<file path="src/rtl/cap_pkg.sv">
`timescale 1ns/1ps
package cap_pkg;

    // Width of the dot counter; lines longer than 2**LEN_W-1 dots saturate.
    localparam int LEN_W = 11;

    typedef logic [LEN_W-1:0] len_t;

    // Raw host signals as they arrive.
    typedef struct packed {
        logic hs;
        logic vs;
        logic px;
    } host_in_t;

    // Synchronised events and aligned pixel.
    typedef struct packed {
        logic h_edge;
        logic v_edge;
        logic pixel;
    } host_evt_t;

    function automatic len_t len_gap(input len_t a, input len_t b);
        return (a > b) ? (a - b) : (b - a);
    endfunction

endpackage

</file>
<file path="src/rtl/cap_sync.sv">
`timescale 1ns/1ps
module cap_sync
    import cap_pkg::*;
#(
    parameter int STAGES = 2
) (
    input  logic      clk,
    input  logic      rst,
    input  host_in_t  raw,
    output host_evt_t evt
);

    logic [STAGES-1:0] hs_q;
    logic [STAGES-1:0] vs_q;
    logic [STAGES:0]   px_q;   // one stage longer than the syncs
    logic              hs_last;
    logic              vs_last;

    always_ff @(posedge clk) begin
        if (rst) begin
            hs_q    <= '0;
            vs_q    <= '0;
            px_q    <= '0;
            hs_last <= 1'b0;
            vs_last <= 1'b0;
        end else begin
            hs_q    <= {hs_q[STAGES-2:0], raw.hs};
            vs_q    <= {vs_q[STAGES-2:0], raw.vs};
            px_q    <= {px_q[STAGES-1:0], raw.px};
            hs_last <= hs_q[STAGES-1];
            vs_last <= vs_q[STAGES-1];
        end
    end

    assign evt.h_edge = hs_q[STAGES-1] & ~hs_last;
    assign evt.v_edge = vs_q[STAGES-1] & ~vs_last;
    assign evt.pixel  = px_q[STAGES];

    AST_HEDGE_SINGLE: assert property (@(posedge clk) disable iff (rst)
        evt.h_edge |=> !evt.h_edge);
    AST_VEDGE_SINGLE: assert property (@(posedge clk) disable iff (rst)
        evt.v_edge |=> !evt.v_edge);

endmodule

</file>
<file path="src/rtl/cap_counters.sv">
`timescale 1ns/1ps
module cap_counters
    import cap_pkg::*;
#(
    parameter  int H_PIXELS = 640,
    parameter  int V_LINES  = 240,
    localparam int ROW_W    = $clog2(V_LINES + 1)
) (
    input  logic             clk,
    input  logic             rst,
    input  host_evt_t        evt,
    output len_t             col,
    output logic [ROW_W-1:0] row,
    output logic             in_frame,
    output len_t             line_max,
    output logic             capture_ok
);

    localparam logic [ROW_W-1:0] ROW_IDLE = ROW_W'(V_LINES);

    logic first_line;
    len_t len_now;

    assign len_now = (col == '1) ? col : col + LEN_W'(1);

    always_ff @(posedge clk) begin
        if (rst) begin
            col        <= '1;
            row        <= ROW_IDLE;
            first_line <= 1'b0;
            in_frame   <= 1'b0;
            line_max   <= '0;
        end else begin
            if (evt.h_edge) begin
                col <= '0;
            end else if (col != '1) begin
                col <= col + LEN_W'(1);
            end

            if (evt.v_edge) begin
                row        <= ROW_IDLE;
                first_line <= 1'b1;
                in_frame   <= 1'b1;
                line_max   <= '0;
            end else if (evt.h_edge) begin
                if (first_line) begin
                    row        <= '0;
                    first_line <= 1'b0;
                end else begin
                    if (row != ROW_IDLE) begin
                        row <= row + ROW_W'(1);
                    end
                    if (in_frame && (len_now > line_max)) begin
                        line_max <= len_now;
                    end
                end
            end
        end
    end

    assign capture_ok = (col < LEN_W'(H_PIXELS)) && (row < ROW_IDLE);

endmodule

</file>
<file path="src/rtl/cap_mode_det.sv">
`timescale 1ns/1ps
module cap_mode_det
    import cap_pkg::*;
#(
    parameter int LEN_TOL = 4
) (
    input  logic clk,
    input  logic rst,
    input  logic v_edge,
    input  logic in_frame,
    input  len_t line_max,
    output logic mode_change
);

    len_t ref_len;
    logic ref_ok;

    always_ff @(posedge clk) begin
        if (rst) begin
            ref_len <= '0;
            ref_ok  <= 1'b0;
        end else if (v_edge && in_frame) begin
            ref_len <= line_max;
            ref_ok  <= 1'b1;
        end
    end

    assign mode_change = v_edge && in_frame && ref_ok &&
                         (len_gap(line_max, ref_len) > LEN_W'(LEN_TOL));

    AST_SAME_LEN_NO_CHANGE: assert property (@(posedge clk) disable iff (rst)
        (v_edge && ref_ok && (line_max == ref_len)) |-> !mode_change);

endmodule

</file>
<file path="src/rtl/cap_clear.sv">
`timescale 1ns/1ps
module cap_clear #(
    parameter  int DEPTH  = 153600,
    localparam int ADDR_W = $clog2(DEPTH)
) (
    input  logic              clk,
    input  logic              rst,
    input  logic              v_edge,
    input  logic              mode_change,
    output logic              clr_active,
    output logic              sweep_we,
    output logic [ADDR_W-1:0] sweep_addr
);

    localparam logic [ADDR_W-1:0] LAST = ADDR_W'(DEPTH - 1);

    always_ff @(posedge clk) begin
        if (rst) begin
            clr_active <= 1'b0;
            sweep_we   <= 1'b0;
            sweep_addr <= '0;
        end else if (v_edge) begin
            clr_active <= mode_change;
            sweep_we   <= mode_change;
            sweep_addr <= '0;
        end else if (sweep_we) begin
            if (sweep_addr == LAST) begin
                sweep_we <= 1'b0;
            end else begin
                sweep_addr <= sweep_addr + ADDR_W'(1);
            end
        end
    end

endmodule

</file>
<file path="src/rtl/video_capture.sv">
`timescale 1ns/1ps
module video_capture
    import cap_pkg::*;
#(
    parameter  int H_PIXELS    = 640,
    parameter  int V_LINES     = 240,
    parameter  int LEN_TOL     = 4,
    parameter  int SYNC_STAGES = 2,
    localparam int DEPTH       = H_PIXELS * V_LINES,
    localparam int ADDR_W      = $clog2(DEPTH),
    localparam int ROW_W       = $clog2(V_LINES + 1)
) (
    input  logic              clk,
    input  logic              rst,
    input  logic              host_hsync,
    input  logic              host_vsync,
    input  logic              host_video,
    output logic              fb_we,
    output logic [ADDR_W-1:0] fb_addr,
    output logic              fb_wdata
);

    host_in_t          raw;
    host_evt_t         evt;
    len_t              col;
    len_t              line_max;
    logic [ROW_W-1:0]  row;
    logic              in_frame;
    logic              capture_ok;
    logic              mode_change;
    logic              clr_active;
    logic              sweep_we;
    logic [ADDR_W-1:0] sweep_addr;
    logic [ADDR_W-1:0] cap_addr;

    assign raw = '{hs: host_hsync, vs: host_vsync, px: host_video};

    cap_sync #(.STAGES(SYNC_STAGES)) u_sync (
        .clk (clk),
        .rst (rst),
        .raw (raw),
        .evt (evt)
    );

    cap_counters #(.H_PIXELS(H_PIXELS), .V_LINES(V_LINES)) u_cnt (
        .clk        (clk),
        .rst        (rst),
        .evt        (evt),
        .col        (col),
        .row        (row),
        .in_frame   (in_frame),
        .line_max   (line_max),
        .capture_ok (capture_ok)
    );

    cap_mode_det #(.LEN_TOL(LEN_TOL)) u_mode (
        .clk         (clk),
        .rst         (rst),
        .v_edge      (evt.v_edge),
        .in_frame    (in_frame),
        .line_max    (line_max),
        .mode_change (mode_change)
    );

    cap_clear #(.DEPTH(DEPTH)) u_clr (
        .clk         (clk),
        .rst         (rst),
        .v_edge      (evt.v_edge),
        .mode_change (mode_change),
        .clr_active  (clr_active),
        .sweep_we    (sweep_we),
        .sweep_addr  (sweep_addr)
    );

    assign cap_addr = ADDR_W'(row) * ADDR_W'(H_PIXELS) + ADDR_W'(col);

    always_comb begin
        if (clr_active) begin
            fb_we    = sweep_we;
            fb_addr  = sweep_addr;
            fb_wdata = 1'b0;
        end else begin
            fb_we    = capture_ok;
            fb_addr  = cap_addr;
            fb_wdata = evt.pixel;
        end
    end

    AST_NO_LOCK_NO_WRITE: assert property (@(posedge clk) disable iff (rst)
        !in_frame |-> !fb_we);
    AST_ADDR_IN_RANGE: assert property (@(posedge clk) disable iff (rst)
        fb_we |-> (fb_addr <= ADDR_W'(DEPTH - 1)));
    AST_CLEAR_ZERO: assert property (@(posedge clk) disable iff (rst)
        (fb_we && clr_active) |-> !fb_wdata);
    AST_SWEEP_ASCEND: assert property (@(posedge clk) disable iff (rst)
        (fb_we && clr_active && $past(fb_we && clr_active) && !$past(evt.v_edge))
        |-> (fb_addr == $past(fb_addr) + ADDR_W'(1)));

endmodule

</file>
<file path="config.mk">
export PLATFORM = sky130hd
export DESIGN_NAME = video_capture
export DESIGN_NICKNAME = d
export VERILOG_FILES = /design/src/rtl/cap_pkg.sv /design/src/rtl/cap_sync.sv /design/src/rtl/cap_counters.sv /design/src/rtl/cap_mode_det.sv /design/src/rtl/cap_clear.sv /design/src/rtl/video_capture.sv
export SDC_FILE = /design/constraint.sdc
export NUM_CORES = 1
export LEC_CHECK = 0
export ABC_AREA = 1
export BUFFER_PORTS_ARGS = -buffer_cell sky130_fd_sc_hd__buf_4
export CAP_MARGIN = 20
export CORE_ASPECT_RATIO = 0.75
export CORE_MARGIN = 2
export CORE_UTILIZATION = 30
export CTS_BUF_LIST = sky130_fd_sc_hd__clkbuf_8
export DETAILED_ROUTE_END_ITERATION = 10
export PLACE_DENSITY = 0.43
export SETUP_SLACK_MARGIN = 0.4
export SLEW_MARGIN = 20
export SYNTH_ARGS = -nofsm -noshare
export SYNTH_HDL_FRONTEND = slang
export SYNTH_SLANG_ARGS = --single-unit
</file>
<file path="constraint.sdc">
create_clock -name clk -period 5.6 [get_ports clk]
set_input_delay 1.12 -clock clk [delete_from_list [all_inputs] [get_ports clk]]
set_output_delay 1.12 -clock clk [all_outputs]
set_load 0.02 [all_outputs]
</file>
Word level (Yosys, flattened, before mapping)
Cells that the tools add are included.
{"block": "totals", "input_bits": 5, "ff_bits": 73, "out_inout_bits": 20, "word_cells": 63}
{"block": "op_classes", "bitwise": 6, "mux": 14, "order_cmp": 5, "eq_ne": 4, "n_reduce_logical": 12, "add_sub_neg": 6, "n_mul": 1}
{"operator": "$mux 11", "count": 4}
{"operator": "$gt 11x11->1", "count": 2}
{"operator": "$sub 11x11->11", "count": 2}
{"operator": "$add 18x1->18 const B", "count": 1}
{"operator": "$add 18x11->18", "count": 1}
{"operator": "$eq 18x18->1 const B", "count": 1}
{"operator": "$mux 18", "count": 1}
{"operator": "$mux 8", "count": 2}
{"operator": "$add 11x1->11 const B", "count": 1}
{"operator": "$eq 11x11->1 const B", "count": 1}
{"operator": "$gt 11x3->1 const B", "count": 1}
{"operator": "$lt 11x10->1 const B", "count": 1}
{"operator": "$mul 8x3->11 const B", "count": 1}
{"operator": "$ne 11x11->1 const B", "count": 1}
{"operator": "$add 8x1->8 const B", "count": 1}
{"operator": "$lt 8x8->1 const B", "count": 1}
{"operator": "$ne 8x8->1 const B", "count": 1}
{"operator": "$mux 1", "count": 7}
{"operator": "$reduce_bool 2->1", "count": 3}
{"operator": "$logic_and 1x1->1", "count": 5}
{"operator": "$not 1->1", "count": 4}
{"operator": "$reduce_and 2->1", "count": 2}
{"operator": "$reduce_and 3->1", "count": 1}
{"operator": "$and 1x1->1", "count": 2}
{"operator": "$reduce_or 2->1", "count": 1}

Logic depth before layout (Yosys ltp)
{"block": "logic_depth", "word_depth": 6, "ltp_mapped": 22, "ltp_nobuf": 21}

Hierarchy
A second synthesis with hierarchy kept.
{"block": "unflattened", "hier_cells": 970, "hier_area_um2": 5994.5}
{"mod": "cap_counters", "seq_area_each_um2": 640.6, "area_per_inst_um2": 1846.8, "instances": 1, "cells_each": 284}
{"mod": "cap_mode_det", "seq_area_each_um2": 240.2, "area_per_inst_um2": 1781.7, "instances": 1, "cells_each": 318}
{"mod": "cap_clear", "seq_area_each_um2": 400.4, "area_per_inst_um2": 1204.9, "instances": 1, "cells_each": 174}
{"mod": "video_capture", "seq_area_each_um2": 0.0, "area_per_inst_um2": 887.1, "instances": 1, "cells_each": 163}
{"mod": "cap_sync", "seq_area_each_um2": 180.2, "area_per_inst_um2": 274.0, "instances": 1, "cells_each": 31}

Worst setup path before layout
Ideal clock, no wire load.
{"block": "synth_timing", "path_type": "register to output", "from": "reg u_cnt.row[1]", "to": "out fb_addr[15]", "required_time_ns": 4.480, "setup_slack_ns": 2.067, "arrival_ns": 2.413, "path_buffers": 0, "stages_incl_launch_ff": 11, "path_cell_list": "dfxtp_1 -> ha_1 -> ha_1 -> fa_1 -> xor2_1 -> inv_1 -> nor2_1 -> nand3_1 -> nor2_1 -> xnor2_1 -> o21ai_0"}
{"block": "synth_between", "elab_chain_cells": 3}
{"item": "from (decl)", "line_no": "cap_counters.sv:13", "rtl": "output logic [ROW_W-1:0] row,"}
{"item": "from (signal assigned)", "line_no": "cap_counters.sv:51", "rtl": "row <= row + ROW_W'(1);"}
{"item": "$mul 8x3->11", "line_no": "video_capture.sv:75", "rtl": "assign cap_addr = ADDR_W'(row) * ADDR_W'(H_PIXELS) + ADDR_W'(col);"}
{"item": "$add 18x11->18", "line_no": "video_capture.sv:75"}
{"item": "$mux 18", "line_no": "video_capture.sv:78", "rtl": "if (clr_active) begin"}
{"item": "to (decl)", "line_no": "video_capture.sv:19", "rtl": "output logic [ADDR_W-1:0] fb_addr,"}
No other way between the ends.

Worst setup path in the final report
{"block": "layout_timing", "from": "reg u_cnt.row[1]", "to": "out fb_addr[16]"}
The elaborated chain is that of the path after synthesis.

==> flow_metrics.env <==
export IMPL_slew_headroom_pct=43.2
export IMPL_multiInputGateArea_um2=3350
export IMPL_synth_edf_count=0
export IMPL_antenna_cells=0
export IMPL_cts_reportedPaths_clkPinSlew_ns=0.08
export IMPL_detail_route_wirelength_mm=14.8
export IMPL_synth_avg_cell_area_um2=6.55
export IMPL_timing_hold_ws_ns=0.403
export IMPL_commonest_cells_after_routing_fill_and_taps_aside="219 x sky130_fd_sc_hd__nand2_1, 137 x sky130_fd_sc_hd__inv_1, 73 x sky130_fd_sc_hd__dfxtp_1"
export IMPL_floorplan_io_pins=25
export IMPL_antenna_found_initial=0
export IMPL_cts_hold_buffers_added=0
export IMPL_tritoncts="done"
export IMPL_route_detailed_drc=0
export IMPL_post_route_cell_area_um2=6020
export IMPL_worstSetupPathType="register to output pin"
export IMPL_timing_critical_path_fanout_max=5
export IMPL_tightestPinTransition_ns=0.851
export IMPL_std_cell_core_area_um2=17700
export IMPL_netlist_area_um2=5410
export IMPL_cts_made_buffers=9
export IMPL_final_net_count=907
export IMPL_avgRoutedWirePerCell_um=13.6
export IMPL_filler_cell_count=1971
export IMPL_maxcap_viol_count=0
export IMPL_timing_critical_path_slowest_stage_cell="sky130_fd_sc_hd__fa_1"
export IMPL_worst_skew_pair_later_pin_latency_ns=0.36
export IMPL_pwr_density_cell_nw_per_um2=285
export IMPL_postCtsSetupRepairBufs=0
export IMPL_fmax_mhz=254
export IMPL_drt_pass1_iter_count=6
export IMPL_clk_path_buf_depth=2
export IMPL_cts_sinks=73
export IMPL_rsz0062_at_grt="false"
export IMPL_area_delta_synth_final_pct=11.1
export IMPL_max_stage_delay_ns=0.51
export IMPL_timing_final_hold_violations=0
export IMPL_synthArstFlopShare_pct=0
export IMPL_worst_ep_arrival_time_ns=2.82
export IMPL_grtUsageTotal_pct=15.8
export IMPL_first_drt_iteration_drcs=340
export IMPL_synth_sequential_area_ratio_pct=27.0
export IMPL_yosys_warnings=0
export IMPL_leakagePower_nw=2.83
export IMPL_viasPerCell=4.69
export IMPL_critical_path_endpoint_type="output pin"
export IMPL_layout_commonest_cell="sky130_fd_sc_hd__nand2_1"
export IMPL_antenna_violating_nets_post_route=0
export IMPL_totalNegativeSetupSlack_ns=0
export IMPL_fp_dieArea_um2=19100
export IMPL_htree_levels=3
export IMPL_crit_required_ns=4.48
export IMPL_root_buffer="sky130_fd_sc_hd__clkbuf_8"
export IMPL_timing_critical_path_from_type="register"
export IMPL_critPathMostFrequentCell="sky130_fd_sc_hd__nand2_1"
export IMPL_chipHeight_um=120
export IMPL_detailed_place_hpwl_mm=11.9
export IMPL_placement_rows=42
export IMPL_layout_min_cycle_time_ns=3.94
export IMPL_area_sequential_um2=1460
export IMPL_syn_nets=888
export IMPL_yosys_register_bits=73
export IMPL_ctsResizeCount=0
export IMPL_start_util_pct=30.7
export IMPL_max_vdd_ir_drop_mv=0.149
export IMPL_grt_remaining_overflow=0
export IMPL_layout_drive_gt1_share_pct=7.18
export IMPL_timing_hold_worst_class="register to register"
export IMPL_report_final_slew_viol_count=0
export IMPL_placed_cell_area_um2=5830
export IMPL_fin_crit_sh_pct=70.3
export IMPL_grt_first_pass_wirelength_mm=24.3
export IMPL_maximum_number_of_pins_on_one_net_before_global_route_repair=26
export IMPL_via_count_of_the_first_global_routing_pass=4651
export IMPL_port_buffer_count=24
export IMPL_setup_viol=0
export IMPL_fin_skew_ns=0.0184
export IMPL_gp_routability_congestion=0.857
export IMPL_run_status="completed"
export IMPL_crit_path_cell_trace="ha_1 -> ha_1 -> fa_1 -> inv_1 -> a21oi_1 -> nand2_1 -> nor2_1 -> nand3b_1 -> xnor2_1 -> nand2_1 -> nand2_1 -> buf_4"
export IMPL_dr_total_vias=5126
export IMPL_ys_flop_type="sky130_fd_sc_hd__dfxtp_1"
export IMPL_syn_instance_count=827
export IMPL_chipWidth_um=159
export IMPL_yosys_cell_types_count=41
## synthesized netlist by cell type (2+ instances only)
cell	instances	area (um^2)
sky130_fd_sc_hd__fa_1	4	80.1
sky130_fd_sc_hd__nand3_1	50	250
sky130_fd_sc_hd__nor3b_1	3	22.5
sky130_fd_sc_hd__nor4_1	3	18.8
sky130_fd_sc_hd__buf_2	5	25.0
sky130_fd_sc_hd__clkinv_1	2	7.51
sky130_fd_sc_hd__ha_1	52	651
sky130_fd_sc_hd__xor2_1	24	210
sky130_fd_sc_hd__or2_2	2	12.5
sky130_fd_sc_hd__o21ai_0	55	275
sky130_fd_sc_hd__a21oi_2	2	17.5
sky130_fd_sc_hd__a31oi_1	3	18.8
sky130_fd_sc_hd__nor2_1	51	191
sky130_fd_sc_hd__xnor2_1	6	52.6
sky130_fd_sc_hd__nand2_2	3	18.8
sky130_fd_sc_hd__nor2_2	4	25.0
sky130_fd_sc_hd__nor3_1	13	65.1
sky130_fd_sc_hd__clkbuf_1	11	41.3
sky130_fd_sc_hd__inv_2	4	15.0
sky130_fd_sc_hd__o21bai_1	3	22.5
sky130_fd_sc_hd__a21oi_1	62	310
sky130_fd_sc_hd__o21ai_1	3	15.0
sky130_fd_sc_hd__inv_1	136	510
sky130_fd_sc_hd__dfxtp_1	73	1460
sky130_fd_sc_hd__nand4_1	18	113
sky130_fd_sc_hd__nand2_1	219	822
sky130_fd_sc_hd__nand3b_1	2	15.0
## through the flow
| stage | util (%) | instances | worst slack [ns] | power [mW] |
|---|---|---|---|---|
| 6_report | 34.1 | 1092 | 1.66 | 1.72 |
| 2_1_floorplan | - | 827 | 2.07 | 1.10 |
| 3_5_place_dp | 33.0 | 1077 | 2.03 | 1.32 |
| 3_3_place_gp | 33.0 | 1077 | 2.07 | 1.31 |
| 4_1_cts | 34.1 | 1092 | 1.63 | 1.73 |
| 5_1_grt | 34.1 | 1092 | 1.38 | 1.87 |
## report_power, final
group	internal, mW	leakage [nW]	switching (mW)	total (mW)
logic	0.256	2.14	0.445	0.701
registers	0.557	0.593	0.0475	0.605
clock network	0.202	0.100	0.209	0.411
## final cells by class
cell class,count,share of cell area (%)
Clock buffer,9,2.06
Clock inverter,6,1.02
Inverter,142,8.86
Multi-Input combinational cell,595,55.6
Sequential cell,73,24.3
Tap cell,242,5.03
Timing Repair Buffer,25,3.12
## cells by family (layout without fill, tap and decap cells)
logic type / count (synthesis) / count (layout) / synth area share, %
AND/OR/NAND/NOR: 373 / 373 / 30.0
buffers and inverters: 159 / 182 / 11.2
AO/OA/AOI/OAI: 135 / 135 / 13.2
flip-flops: 73 / 73 / 27.0
adder cells (fa/ha/maj): 56 / 56 / 13.5
XOR/XNOR: 31 / 31 / 5.15
## per-layer routing
metal  track usage [%]  part of all wire (%)  up-vias
li1                  -                     -     2688
met1              25.8                    57     2334
met2              21.1                    38       97
met3              2.98                   5.2        7
met4              2.61                  0.63        0
met5                 0                     0        -
## registers in the layout (all words and copies together) (netlist names), 2 cells and up
name / flops
u_clr.sweep_addr: 18
u_cnt.col: 11
u_cnt.line_max: 11
u_mode.ref_len: 11
u_cnt.row: 8
u_sync.px_q: 3
u_sync.hs_q: 2
u_sync.vs_q: 2
## critical path, delay by kind of cell (launching register included)
family | cells | cell delay (ns)
adder cells (fa/ha/maj) | 3 | 1.02
AND/OR/NAND/NOR | 5 | 0.50
flip-flops | 1 | 0.42
XOR/XNOR | 1 | 0.15
buffers and inverters | 2 | 0.20
AO/OA/AOI/OAI | 1 | 0.19
## worst paths after layout
check / startpoint / end / slack, ns / cells after the start
worst min-delay path: u_sync.vs_q[0] / u_sync.vs_q[1] / 0.40 / 2
worst max register to register: u_cnt.col[1] / u_cnt.line_max[4] / 2.16 / 17
worst max-delay path: u_cnt.row[1] / fb_addr[16] / 1.66 / 12
worst min register to register: u_sync.vs_q[0] / u_sync.vs_q[1] / 0.40 / 2
(Power assumes the default switching activity.)
